$ cat src/rtl/sjd_pkg.sv
package sjd_pkg;
    typedef enum logic {
        SLOT_IDLE = 1'b0,
        SLOT_RUN  = 1'b1
    } slot_state_e;
endpackage

$ cat src/rtl/grant_rank.sv
// Prefix count of simultaneous requests: each requester's offset into the
// shared counter, plus the total number granted this cycle.
module grant_rank #(
    parameter int N  = 4,
    parameter int CW = $clog2(N + 1)
) (
    input  logic [N-1:0]         req,
    output logic [N-1:0][CW-1:0] offs,
    output logic [CW-1:0]        total
);
    always_comb begin
        logic [CW-1:0] acc;
        acc = '0;
        for (int i = 0; i < N; i++) begin
            offs[i] = acc;
            acc     = acc + CW'(req[i]);
        end
        total = acc;
    end
endmodule

$ cat src/rtl/tcu_slot.sv
// Per-unit state: running flag, current thread number, start pulse.
module tcu_slot
    import sjd_pkg::*;
#(
    parameter int ID_W = 8,
    parameter int W1   = ID_W + 2
) (
    input  logic            clk,
    input  logic            rst_n,
    input  logic            load,
    input  logic [W1-1:0]   first_id,
    input  logic [W1-1:0]   grant_id,
    input  logic [W1-1:0]   hi,
    input  logic            done,
    output logic            req,
    output logic            active,
    output logic            start,
    output logic [ID_W-1:0] tid
);
    typedef struct packed {
        slot_state_e     st;
        logic            start;
        logic [ID_W-1:0] tid;
    } slot_t;

    slot_t s_d, s_q;

    assign req    = (s_q.st == SLOT_RUN) && done;
    assign active = (s_q.st == SLOT_RUN);
    assign start  = s_q.start;
    assign tid    = s_q.tid;

    always_comb begin
        s_d       = s_q;
        s_d.start = 1'b0;
        if (load) begin
            if (first_id <= hi) begin
                s_d.st    = SLOT_RUN;
                s_d.tid   = first_id[ID_W-1:0];
                s_d.start = 1'b1;
            end else begin
                s_d.st = SLOT_IDLE;
            end
        end else if (req) begin
            if (grant_id <= hi) begin
                s_d.tid   = grant_id[ID_W-1:0];
                s_d.start = 1'b1;
            end else begin
                s_d.st = SLOT_IDLE;
            end
        end
    end

    always_ff @(posedge clk or negedge rst_n) begin
        if (!rst_n) s_q <= '{st: SLOT_IDLE, start: 1'b0, tid: '0};
        else        s_q <= s_d;
    end


    start_in_range_chk: assert property (@(posedge clk) disable iff (!rst_n)
        s_q.start |-> ({2'b00, s_q.tid} <= hi));


    hold_while_busy_chk: assert property (@(posedge clk) disable iff (!rst_n)
        (active && !done && !load) |=> (active && $stable(tid) && !start));
endmodule

$ cat src/rtl/spawn_dispatch.sv
module spawn_dispatch #(
    parameter int N_TCU = 4,
    parameter int ID_W  = 8
) (
    input  logic                    clk,
    input  logic                    rst_n,
    input  logic                    spawn_req,
    input  logic [ID_W-1:0]         spawn_lo,
    input  logic [ID_W-1:0]         spawn_hi,
    output logic                    busy,
    output logic                    join_done,
    input  logic [N_TCU-1:0]        tcu_done,
    output logic [N_TCU-1:0]        tcu_start,
    output logic [N_TCU-1:0]        tcu_active,
    output logic [N_TCU*ID_W-1:0]   tcu_tid
);
    localparam int W1 = ID_W + 2;
    localparam int CW = $clog2(N_TCU + 1);

    typedef struct packed {
        logic          busy;
        logic          joined;
        logic [W1-1:0] hi;
        logic [W1-1:0] cnt;
    } ctrl_t;

    ctrl_t c_d, c_q;

    logic                    load;
    logic [N_TCU-1:0]        req;
    logic [N_TCU-1:0][CW-1:0] offs;
    logic [CW-1:0]           total;
    logic [W1-1:0]           lo_w;

    assign lo_w = {2'b00, spawn_lo};
    assign load = spawn_req && !c_q.busy;

    grant_rank #(.N(N_TCU), .CW(CW)) u_rank (
        .req   (req),
        .offs  (offs),
        .total (total)
    );

    for (genvar g = 0; g < N_TCU; g++) begin : g_slot
        tcu_slot #(.ID_W(ID_W), .W1(W1)) u_slot (
            .clk      (clk),
            .rst_n    (rst_n),
            .load     (load),
            .first_id (lo_w + W1'(g)),
            .grant_id (c_q.cnt + W1'(offs[g])),
            .hi       (c_q.busy ? c_q.hi : {2'b00, spawn_hi}),
            .done     (tcu_done[g]),
            .req      (req[g]),
            .active   (tcu_active[g]),
            .start    (tcu_start[g]),
            .tid      (tcu_tid[g*ID_W +: ID_W])
        );
    end

    always_comb begin
        c_d        = c_q;
        c_d.joined = 1'b0;
        if (load) begin
            c_d.busy = 1'b1;
            c_d.hi   = {2'b00, spawn_hi};
            c_d.cnt  = lo_w + W1'(N_TCU);
        end else if (c_q.busy) begin
            c_d.cnt = c_q.cnt + W1'(total);
            if (tcu_active == '0) begin
                c_d.busy   = 1'b0;
                c_d.joined = 1'b1;
            end
        end
    end

    always_ff @(posedge clk or negedge rst_n) begin
        if (!rst_n) c_q <= '0;
        else        c_q <= c_d;
    end

    assign busy      = c_q.busy;
    assign join_done = c_q.joined;


    accept_sets_busy_chk: assert property (@(posedge clk) disable iff (!rst_n)
        (spawn_req && !busy) |=> busy);


    join_when_idle_chk: assert property (@(posedge clk) disable iff (!rst_n)
        join_done |-> (!busy && tcu_active == '0 && $past(busy)));


    counter_monotonic_chk: assert property (@(posedge clk) disable iff (!rst_n)
        busy |=> (c_q.cnt >= $past(c_q.cnt)));


    idle_no_start_chk: assert property (@(posedge clk) disable iff (!rst_n)
        (busy && tcu_active == '0) |=> (tcu_start == '0));
endmodule

$ cat config.mk
export PLATFORM = sky130hd
export DESIGN_NAME = spawn_dispatch
export DESIGN_NICKNAME = d
export VERILOG_FILES = /design/src/rtl/sjd_pkg.sv /design/src/rtl/grant_rank.sv /design/src/rtl/tcu_slot.sv /design/src/rtl/spawn_dispatch.sv
export SDC_FILE = /design/constraint.sdc
export NUM_CORES = 1
export LEC_CHECK = 0
export ABC_CLOCK_PERIOD_IN_PS = 4800
export BUFFER_PORTS_ARGS = -buffer_cell sky130_fd_sc_hd__buf_2
export CAP_MARGIN = 20
export CORE_AREA = 2 2 118 109
export DETAILED_ROUTE_END_ITERATION = 7
export DIE_AREA = 0 0 120 111
export PLACE_DENSITY = 0.73
export SETUP_SLACK_MARGIN = 0.3
export SKIP_CTS_REPAIR_TIMING = 1
export SLEW_MARGIN = 20
export SYNTH_ARGS = -nofsm -noshare
export SYNTH_HDL_FRONTEND = slang
export SYNTH_HIERARCHICAL = 1
export SYNTH_SLANG_ARGS = --single-unit
$ cat constraint.sdc
create_clock -name clk -period 4.8 [get_ports clk]
set_input_delay 0.96 -clock clk [delete_from_list [all_inputs] [get_ports clk]]
set_output_delay 0.96 -clock clk [all_outputs]
set_load 0.05 [all_outputs]
* After elaboration in Yosys (flattened, before gate mapping)
Index checks and enable logic that the tools add are counted.
** Storage, ports and cells
- Register bits :: 60
- Latch bits :: 0
- RAM bits :: 0
- Bits in read-only memories :: 0
- Bits of input ports :: 23
- Output and inout port bits :: 42
- Logic and storage cells :: 98
- Memories kept :: 0
** Operators by class
- $add $sub $neg :: 11
- $mul :: 0
- Div/mod/pow operators :: 0
- Magnitude comparators :: 8
- Equality and inequality tests :: 8
- Shift operators :: 0
- Muxes and demuxes :: 31
- Bitwise operators :: 0
- Reductions and logical operators :: 24
** Operators with widths (number)
- $mux 10 :: 10
- $mux 9 :: 8
- $le 10x8->1 :: 4
- $add 10x3->10 :: 3
- $le 9x8->1 :: 3
- $add 8x2->9 const B :: 2
- $reduce_bool 2->1 :: 9
- $reduce_and 3->1 :: 4
- $add 10x1->10 :: 1
- $mux 1 :: 10
- $add 8x1->9 const B :: 1
- $add 8x3->9 const B :: 1
- $le 8x8->1 :: 1
- $mux 8 :: 1
- $ne 2x1->1 const B :: 4
- $ne 2x2->1 const B :: 4
- $reduce_and 2->1 :: 4
- $add 3x1->3 :: 2
- $logic_and 1x1->1 :: 5
- $logic_not 4->1 :: 1
- $mux 2 :: 2
- $add 1x1->2 :: 1
- $logic_not 1->1 :: 1

* Logic depth before layout (Yosys ltp)
Gate-level depths: netlist (run 1).
- Depth after elaboration :: 8
- Depth in mapped cells :: 18

* By module
Netlist (run 1), hierarchy kept.
** Modules (own cells, without submodules)
- tcu_slot :: instances 4, cells an instance 102, area each 992.2 µm², sequential area each 250.2 µm²
- spawn_dispatch :: instances 1, cells an instance 298, area each 2377.3 µm², sequential area each 500.5 µm²
- grant_rank :: instances 1, cells an instance 24, area each 183.9 µm², sequential area each 0.0 µm²

* Worst setup path before layout (run 1)
Ideal clock, no wire load.
- Path type :: input to register
- Start :: in tcu_done[0]
- End :: reg g_slot[3].u_slot.s_q (netlist bit g_slot[3].u_slot/tid[2])
- Setup time :: 0.126 ns
- Data arrival time :: 4.241 ns
- Setup slack :: 0.433 ns
- Stages on the path :: 18
- Path buffers :: 0
- Path through :: nand2_1 > inv_1 > inv_1 > fa_1 > inv_1 > ha_1 > inv_1 > fa_1 > o21ai_0 > nand2_1 > xnor2_1 > ha_1 > nand2_2 > o21ai_0 > a2111oi_4 > o21ai_4 > and3_1 > a221o_1
** RTL lines
- start: declaration :: RTL line spawn_dispatch.sv:12 : input logic [N_TCU-1:0] tcu_done,
- end signal: assignment :: RTL line tcu_slot.sv:55 : if (!rst_n) s_q <= '{st: SLOT_IDLE, start: 1'b0, tid: '0};
- end: declaration :: RTL line tcu_slot.sv:26 : slot_t s_d, s_q;

==> metrics.cfg, run 1 <==
[worst_hold_path]
hp-class = flop to flop

[final_layout]
syn2layout_area_growth_pct = 12.2
fin_nets = 934
num_antenna_cells = 0
drive_above_1_share = 0.190

[placement]
place_hpwl_um = 14300
place_congestion = 0.930
numPortBuffers = 64
place_ws_ns = -0.0517

[setup_path]
timing.rr.end = g_slot[3].u_slot/tid[4]$_DFFE_PN0P_
crit_end = g_slot[3].u_slot/tid[4]$_DFFE_PN0P_
cp-startpoint = tcu_done[0]
cp-end-kind = flop
criticalPathCategory = input port to flop
critPathLaunchType = input port
path_max_fanout = 5
cp.arrival_ns = 4.60
ff2ff_path_depth = 18
reg2reg_slack_ns = 0.65
cp.required_ns = 5.02
reg2reg_from = g_slot[0].u_slot/active$_DFFE_PN0P_

[route]
drt_iter0_markers = 501
ant_nets = 0
wl_per_cell_um = 19.5
avgViaCountPerCell = 5.87
num_vias = 5686
drt_first_pass_iters = 5
wirelength_um = 18900
route.detailed.drc = 0

[timing]
slew_headroom = 0.462
setup_viol = 0
max_freq_mhz = 228
min_period_ns = 4.38
slew_violations = 0
period_share = 0.912
finClkSkew_ns = 0.00959
layout_setup_ws_ns = 0.421
final_hold_viol_count = 0
tightest_slew_ns = 0.807
grt_setup_unrepaired = false

[global_routing]
use_met3 = 0.0597
antenna_found_initial = 0
grt_pass1_vias = 5683
grt_max_degree = 61
grt_use_met1 = 0.393
grtUsageMet2 = 0.473
top_usage_layer = met2
grt_pass1_wl_um = 30100
overflow = 0
grtUsageTotal = 0.293

[synthesis]
synth_edf_count = 0
syn_inst = 730
synth_top_flop_cell = dfrtp_1
ys_types = 55
yosysSeqAreaShare = 0.230
synth_area_leaders = dfrtp_1, ha_1, inv_1, nand2_1, xnor2_1
synth_top_area_frac = 0.230
yosysWarnings = 6
syn_area_um2 = 6530
yosys.area.top_type = dfrtp_1
syn_avg_cell_area_um2 = 8.95
ys_ff_latch = 60
synth-async-reset-ratio = 1.00

[clock_tree]
max-clock-path-buffers = 2
htreeDepth = 3
clk_pin_slew_ns = 0.05
cts_tree = done
root_buffer = clkbuf_16
clkSinkCount = 60
numCtsBuffers = 9
insertion_delay_ns = 0.35

[floorplanning]
core_um2 = 12200
initial_core_util = 0.533
dieWidth_um = 120
die_area_um2 = 13300
die_y_um = 111
io_pins = 65
placementRows = 39

[run]
drv_cap = 0

[run_status]
status = finished clean

==> area by class of cell <==
type	instances	area (µm²)
repair buffers	75	403
well taps	164	205
inverters	102	383
flip-flops and latches	60	1500
multi-input cells	552	4540
clock inverters	1	5.00
fillers	1092	4920
clock buffers	14	284
==> registers in the layout, summed over array words and instances (netlist names) <==
| register | flops |
|---|---|
| g_slot.u_slot/active | 4 |
| c_q | 18 |
| g_slot.u_slot/start | 4 |
| busy | 1 |
| g_slot.u_slot/tid | 32 |
| join_done | 1 |
==> metrics by stage <==
step	hold WS, ns	cell area [µm²]	cells	TNS, ns	utilization
6_report	0.475	7330	968	0	0.598
5_1_grt	0.503	7330	968	0	0.598
4_1_cts	0.478	7250	963	0	0.592
3_5_place_dp	0.466	6970	948	-0.262	0.569
3_3_place_gp	0.451	6970	948	0	0.569
2_1_floorplan	0.440	6590	747	0	-
==> Yosys cell counts (5+ instances only) <==
| master | n |
|---|---|
| a21oi_1 | 24 |
| nand4_2 | 8 |
| a221o_1 | 28 |
| o21a_1 | 9 |
| a211oi_2 | 5 |
| nand3_1 | 22 |
| nand4_1 | 6 |
| xor2_1 | 19 |
| nor2b_1 | 5 |
| nor2_1 | 16 |
| o21ai_0 | 15 |
| nor3_1 | 5 |
| inv_1 | 101 |
| fa_1 | 7 |
| mux2_2 | 9 |
| clkbuf_1 | 5 |
| nand2b_1 | 7 |
| buf_2 | 12 |
| and3_1 | 31 |
| o21ai_1 | 12 |
| buf_4 | 15 |
| dfrtp_1 | 60 |
| ha_1 | 104 |
| nand2_1 | 87 |
| a21o_1 | 9 |
| xnor2_1 | 36 |
==> critical path, stage by stage <==
cell       delay, ns
buf_2           0.11
nand2_1         0.11
inv_2           0.07
ha_1            0.31
ha_1            0.21
ha_1            0.19
ha_1            0.34
nand3_1         0.12
o21ai_2         0.24
nand2_1         0.12
xnor2_2         0.16
ha_1            0.35
a21oi_2         0.18
o21ai_1         0.11
a2111oi_4       0.27
buf_4           0.20
o21ai_4         0.08
and3_1          0.20
a221o_1         0.27
==> layout by cell type (no fill, tap or decap), types with 5 or more instances in the layout <==
cell	instances
a211oi_2	5
a21o_1	9
a21oi_1	23
a221o_1	28
and3_1	31
buf_2	64
buf_4	11
clkbuf_16	9
conb_1	19
dfrtp_1	60
fa_1	6
ha_1	104
inv_1	100
mux2_2	9
nand2_1	86
nand2_2	5
nand2b_1	7
nand3_1	22
nand4_1	6
nand4_2	8
nor2_1	16
nor2b_1	5
nor3_1	5
o21a_1	8
o21ai_0	14
o21ai_1	11
xnor2_1	34
xor2_1	19
==> metal layers <==
layer / vias up / part of all wire
li1: 2692 / -
met1: 2699 / 0.44
met2: 245 / 0.46
met3: 50 / 0.064
met4: 0 / 0.028
met5: - / 0
==> cell families after synthesis <==
group,Yosys count,synth area share
compound gates,147,0.190
xor+xnor,55,0.0738
fa+ha+maj,111,0.221
buf+inv,136,0.0902
mux,12,0.0201
flops,60,0.230
other cells,2,0.00115
simple gates,207,0.174
==> worst min-delay path by stage <==
stage | from | slack, ns | depth (start not counted) | to
CTS | c_q[14]$_DFFE_PN0P_ | 0.48 | 2 | c_q[14]$_DFFE_PN0P_
global route | c_q[14]$_DFFE_PN0P_ | 0.50 | 2 | c_q[14]$_DFFE_PN0P_
detailed placement | c_q[14]$_DFFE_PN0P_ | 0.47 | 2 | c_q[14]$_DFFE_PN0P_
finish | c_q[14]$_DFFE_PN0P_ | 0.47 | 2 | c_q[14]$_DFFE_PN0P_
global placement | c_q[16]$_DFFE_PN0P_ | 0.45 | 2 | c_q[16]$_DFFE_PN0P_
floorplan | c_q[10]$_DFFE_PN0P_ | 0.44 | 2 | c_q[10]$_DFFE_PN0P_
Power of run 1 is not shown: default switching activity piles up to over one toggle a cycle in this logic, so the estimate is an artifact.
==> inputs of run 2 (changes only) <==
--- a/config.mk
+++ b/config.mk
@@ -8,14 +8,13 @@
 export ABC_CLOCK_PERIOD_IN_PS = 4800
 export BUFFER_PORTS_ARGS = -buffer_cell sky130_fd_sc_hd__buf_2
 export CAP_MARGIN = 20
-export CORE_AREA = 2 2 118 109
+export CORE_AREA = 2 2 108 100
 export DETAILED_ROUTE_END_ITERATION = 7
-export DIE_AREA = 0 0 120 111
-export PLACE_DENSITY = 0.73
+export DIE_AREA = 0 0 110 102
+export PLACE_DENSITY = 0.74
 export SETUP_SLACK_MARGIN = 0.3
 export SKIP_CTS_REPAIR_TIMING = 1
 export SLEW_MARGIN = 20
 export SYNTH_ARGS = -nofsm -noshare
 export SYNTH_HDL_FRONTEND = slang
-export SYNTH_HIERARCHICAL = 1
 export SYNTH_SLANG_ARGS = --single-unit
==> metrics.cfg, run 2 <==
[setup_path]
cp.arrival_ns = 4.48  ; -0.12 ns
slowest_delay_ns = 0.38  ; +0.03 ns
criticalPathCategory = input port to flop
path_buf_inv = 1  ; -2
ff2ff_path_depth = 16  ; -2
crit_chain = buf_2, nand2_1, xor2_1, ha_1, xnor2_1, ha_1, a21o_1, a21oi_2, nor2_1, xor2_1, ha_1, and4_1, o21ai_0, a41o_1, o211ai_1, and2_1, a221o_1
reg2reg_slack_ns = 0.72  ; +0.07 ns
cp-end-kind = flop
critPathTopFamily = compound AO/OA/AOI/OAI gates
cp_slowest_cell = a221o_1
timing.rr.end = g_slot[3].u_slot.tid[4]$_DFFE_PN0P_
cp.required_ns = 5.06  ; +0.04 ns
path_max_fanout = 9  ; +4
crit_path_frequent_cell = ha_1
reg2reg_from = g_slot[0].u_slot.active$_DFFE_PN0P_
critPathLaunchType = input port

[pwr]
leakage_nw = 3.03
irDropWorstVdd_mv = 0.401
power_density_nw_per_um2 = 790

[global_routing]
grtUsageTotal = 0.307  ; +0.0134
overflow = 0  ; unchanged
grt_max_degree = 39  ; -36%
grt_pass1_vias = 4773  ; -16%
grt_pass1_wl_um = 25400  ; -15%
antenna_found_initial = 0  ; unchanged

[run_status]
status = finished clean

[floorplanning]
core_um2 = 10000  ; -18%
placementRows = 35  ; -10%
dieWidth_um = 110  ; -8.3%
io_pins = 65  ; unchanged
die_y_um = 102  ; -8.1%
die_area_um2 = 11200  ; -16%
initial_core_util = 0.543  ; +0.0102

[timing]
slew_headroom = 0.280  ; -0.182
grt_setup_unrepaired = false
period_share = 0.879  ; -0.0330
final_hold_viol_count = 0  ; unchanged
setup_tns_ns = 0  ; unchanged
min_period_ns = 4.22  ; -0.158 ns
finClkSkew_ns = 0.00759  ; -0.00199 ns
slew_violations = 0  ; unchanged
max_freq_mhz = 237  ; +3.7%
tightest_slew_ns = 1.08  ; +0.270 ns
setup_viol = 0  ; unchanged

[worst_hold_path]
hp-start = c_q[10]$_DFFE_PN0P_
hold_depth = 2  ; unchanged
hp-class = flop to flop
holdPathEnd = c_q[10]$_DFFE_PN0P_

[route]
wirelength_um = 16700  ; -11%
drt_first_pass_iters = 5  ; unchanged
ant_nets = 0  ; unchanged
num_vias = 4963  ; -13%
drt_iter0_markers = 467  ; -6.8%
avgViaCountPerCell = 6.33  ; +7.8%
route.detailed.drc = 0  ; unchanged
wl_per_cell_um = 21.3  ; +9.4%

[synthesis]
synth_edf_count = 0  ; unchanged
ys_types = 62  ; +13%
synth_area_leaders = dfrtp_1, ha_1, a221o_1, nand2_1, xor2_1
synthTopCellsByCount = ha_1, nand2_1, dfrtp_1
syn_avg_cell_area_um2 = 9.19  ; +2.7%
yosysWarnings = 0  ; -6
synth-async-reset-ratio = 1.00  ; unchanged
syn_inst = 593  ; -19%
synth_top_area_frac = 0.276  ; +0.0456
yosysMostFrequentCell = ha_1
syn_area_um2 = 5450  ; -17%
yosys.area.top_type = dfrtp_1
ys_ff_latch = 60  ; unchanged
syn-num-nets = 698
synth_top_flop_cell = dfrtp_1
yosysSeqAreaShare = 0.276  ; +0.0456

[clock_tree]
cts_tree = done
max-clock-path-buffers = 2  ; unchanged
clkSinkCount = 60  ; unchanged
insertion_delay_ns = 0.37  ; +0.02 ns
htreeDepth = 3  ; unchanged
root_buffer = clkbuf_8
numCtsBuffers = 9  ; unchanged
clk_pin_slew_ns = 0.08  ; +0.03 ns

[final_layout]
layout_commonest_cell = ha_1
fin_nets = 755  ; -19%
largest_reg_flops = 32  ; unchanged
syn2layout_area_growth_pct = 11.9
num_antenna_cells = 0  ; unchanged
fin_cells = 784  ; -19%
drive_above_1_share = 0.173  ; -0.0178
final_cell_mix = ha_1, nand2_1, buf_2, dfrtp_1, nor2_1
finish.instance_area_um2 = 6100  ; -17%
nFillCells = 869  ; -20%

[placement]
numPortBuffers = 64  ; unchanged
place_hpwl_um = 12600  ; -12%
place_area_um2 = 5870  ; -16%
numPlacedInstances = 768  ; -19%
place_congestion = 0.940  ; +1.1%

[run]
drv_cap = 0  ; unchanged

run 2: report_power, final:
part	leakage, nW	switching (mW)	internal [mW]	total [mW]
Combinational	2.17	2.06	1.21	3.27
Sequential	0.749	0.282	0.737	1.02
Clock	0.113	0.226	0.306	0.532
Total	3.03	2.57	2.25	4.82
run 2: worst register-to-register path, cell delays in order (launching register included):
cell,delay (ns)
dfrtp_1,0.50
nand2_1,0.15
xor2_1,0.20
ha_1,0.21
xnor2_1,0.20
ha_1,0.29
a21o_1,0.18
a21oi_2,0.22
nor2_1,0.09
xor2_1,0.23
ha_1,0.31
and4_1,0.23
o21ai_0,0.10
a41o_1,0.24
o211ai_1,0.15
and2_1,0.30
a221o_1,0.38
run 2: worst max-delay path by stage:
stage	startpoint	end	cells after the start
3_3_place_gp	tcu_done[0]	g_slot[3].u_slot.tid[4]$_DFFE_PN0P_	17
4_1_cts	tcu_done[0]	g_slot[3].u_slot.tid[4]$_DFFE_PN0P_	17
5_1_grt	tcu_done[0]	g_slot[3].u_slot.tid[4]$_DFFE_PN0P_	17
2_1_floorplan	tcu_done[0]	g_slot[3].u_slot.tid[4]$_DFFE_PN0P_	17
6_report	tcu_done[0]	g_slot[3].u_slot.tid[4]$_DFFE_PN0P_	17
3_5_place_dp	tcu_done[0]	g_slot[3].u_slot.tid[4]$_DFFE_PN0P_	17
run 2: routing by layer:
metal,GRT usage,vias up,share of wire
met5,0,-,0
met1,0.395,2365,0.43
met3,0.0663,56,0.079
met2,0.496,248,0.46
li1,-,2294,-
met4,0.135,0,0.034
run 2: cell families after synthesis:
family,count (synthesis),synth area share
buf+inv,53,0.0464
flops,60,0.276
simple gates,200,0.184
xor+xnor,52,0.0836
mux,11,0.0204
compound gates,135,0.199
fa+ha+maj,82,0.191
run 2: layout make-up:
cell class	count	area, µm²	area share
timing repair buffer	80	440	0.0722
tap	129	161	0.0265
multi-input combinational	480	3700	0.607
clock inverter	6	86.3	0.0142
inverter	19	71.3	0.0117
sequential	60	1500	0.246
clock buffer	10	138	0.0226
run 2: metrics by stage:
step | hold WS, ns | power, mW | setup slack (ns) | utilization
floorplan | 0.440 | 3.37 | 0.479 | -
finish | 0.472 | 4.82 | 0.579 | 0.608
detailed placement | 0.457 | 4.22 | 0.159 | 0.585
global route | 0.494 | 5.15 | 0.371 | 0.608
global placement | 0.452 | 4.10 | 0.317 | 0.585
CTS | 0.475 | 4.77 | 0.547 | 0.608
(Power assumes the default switching activity.)
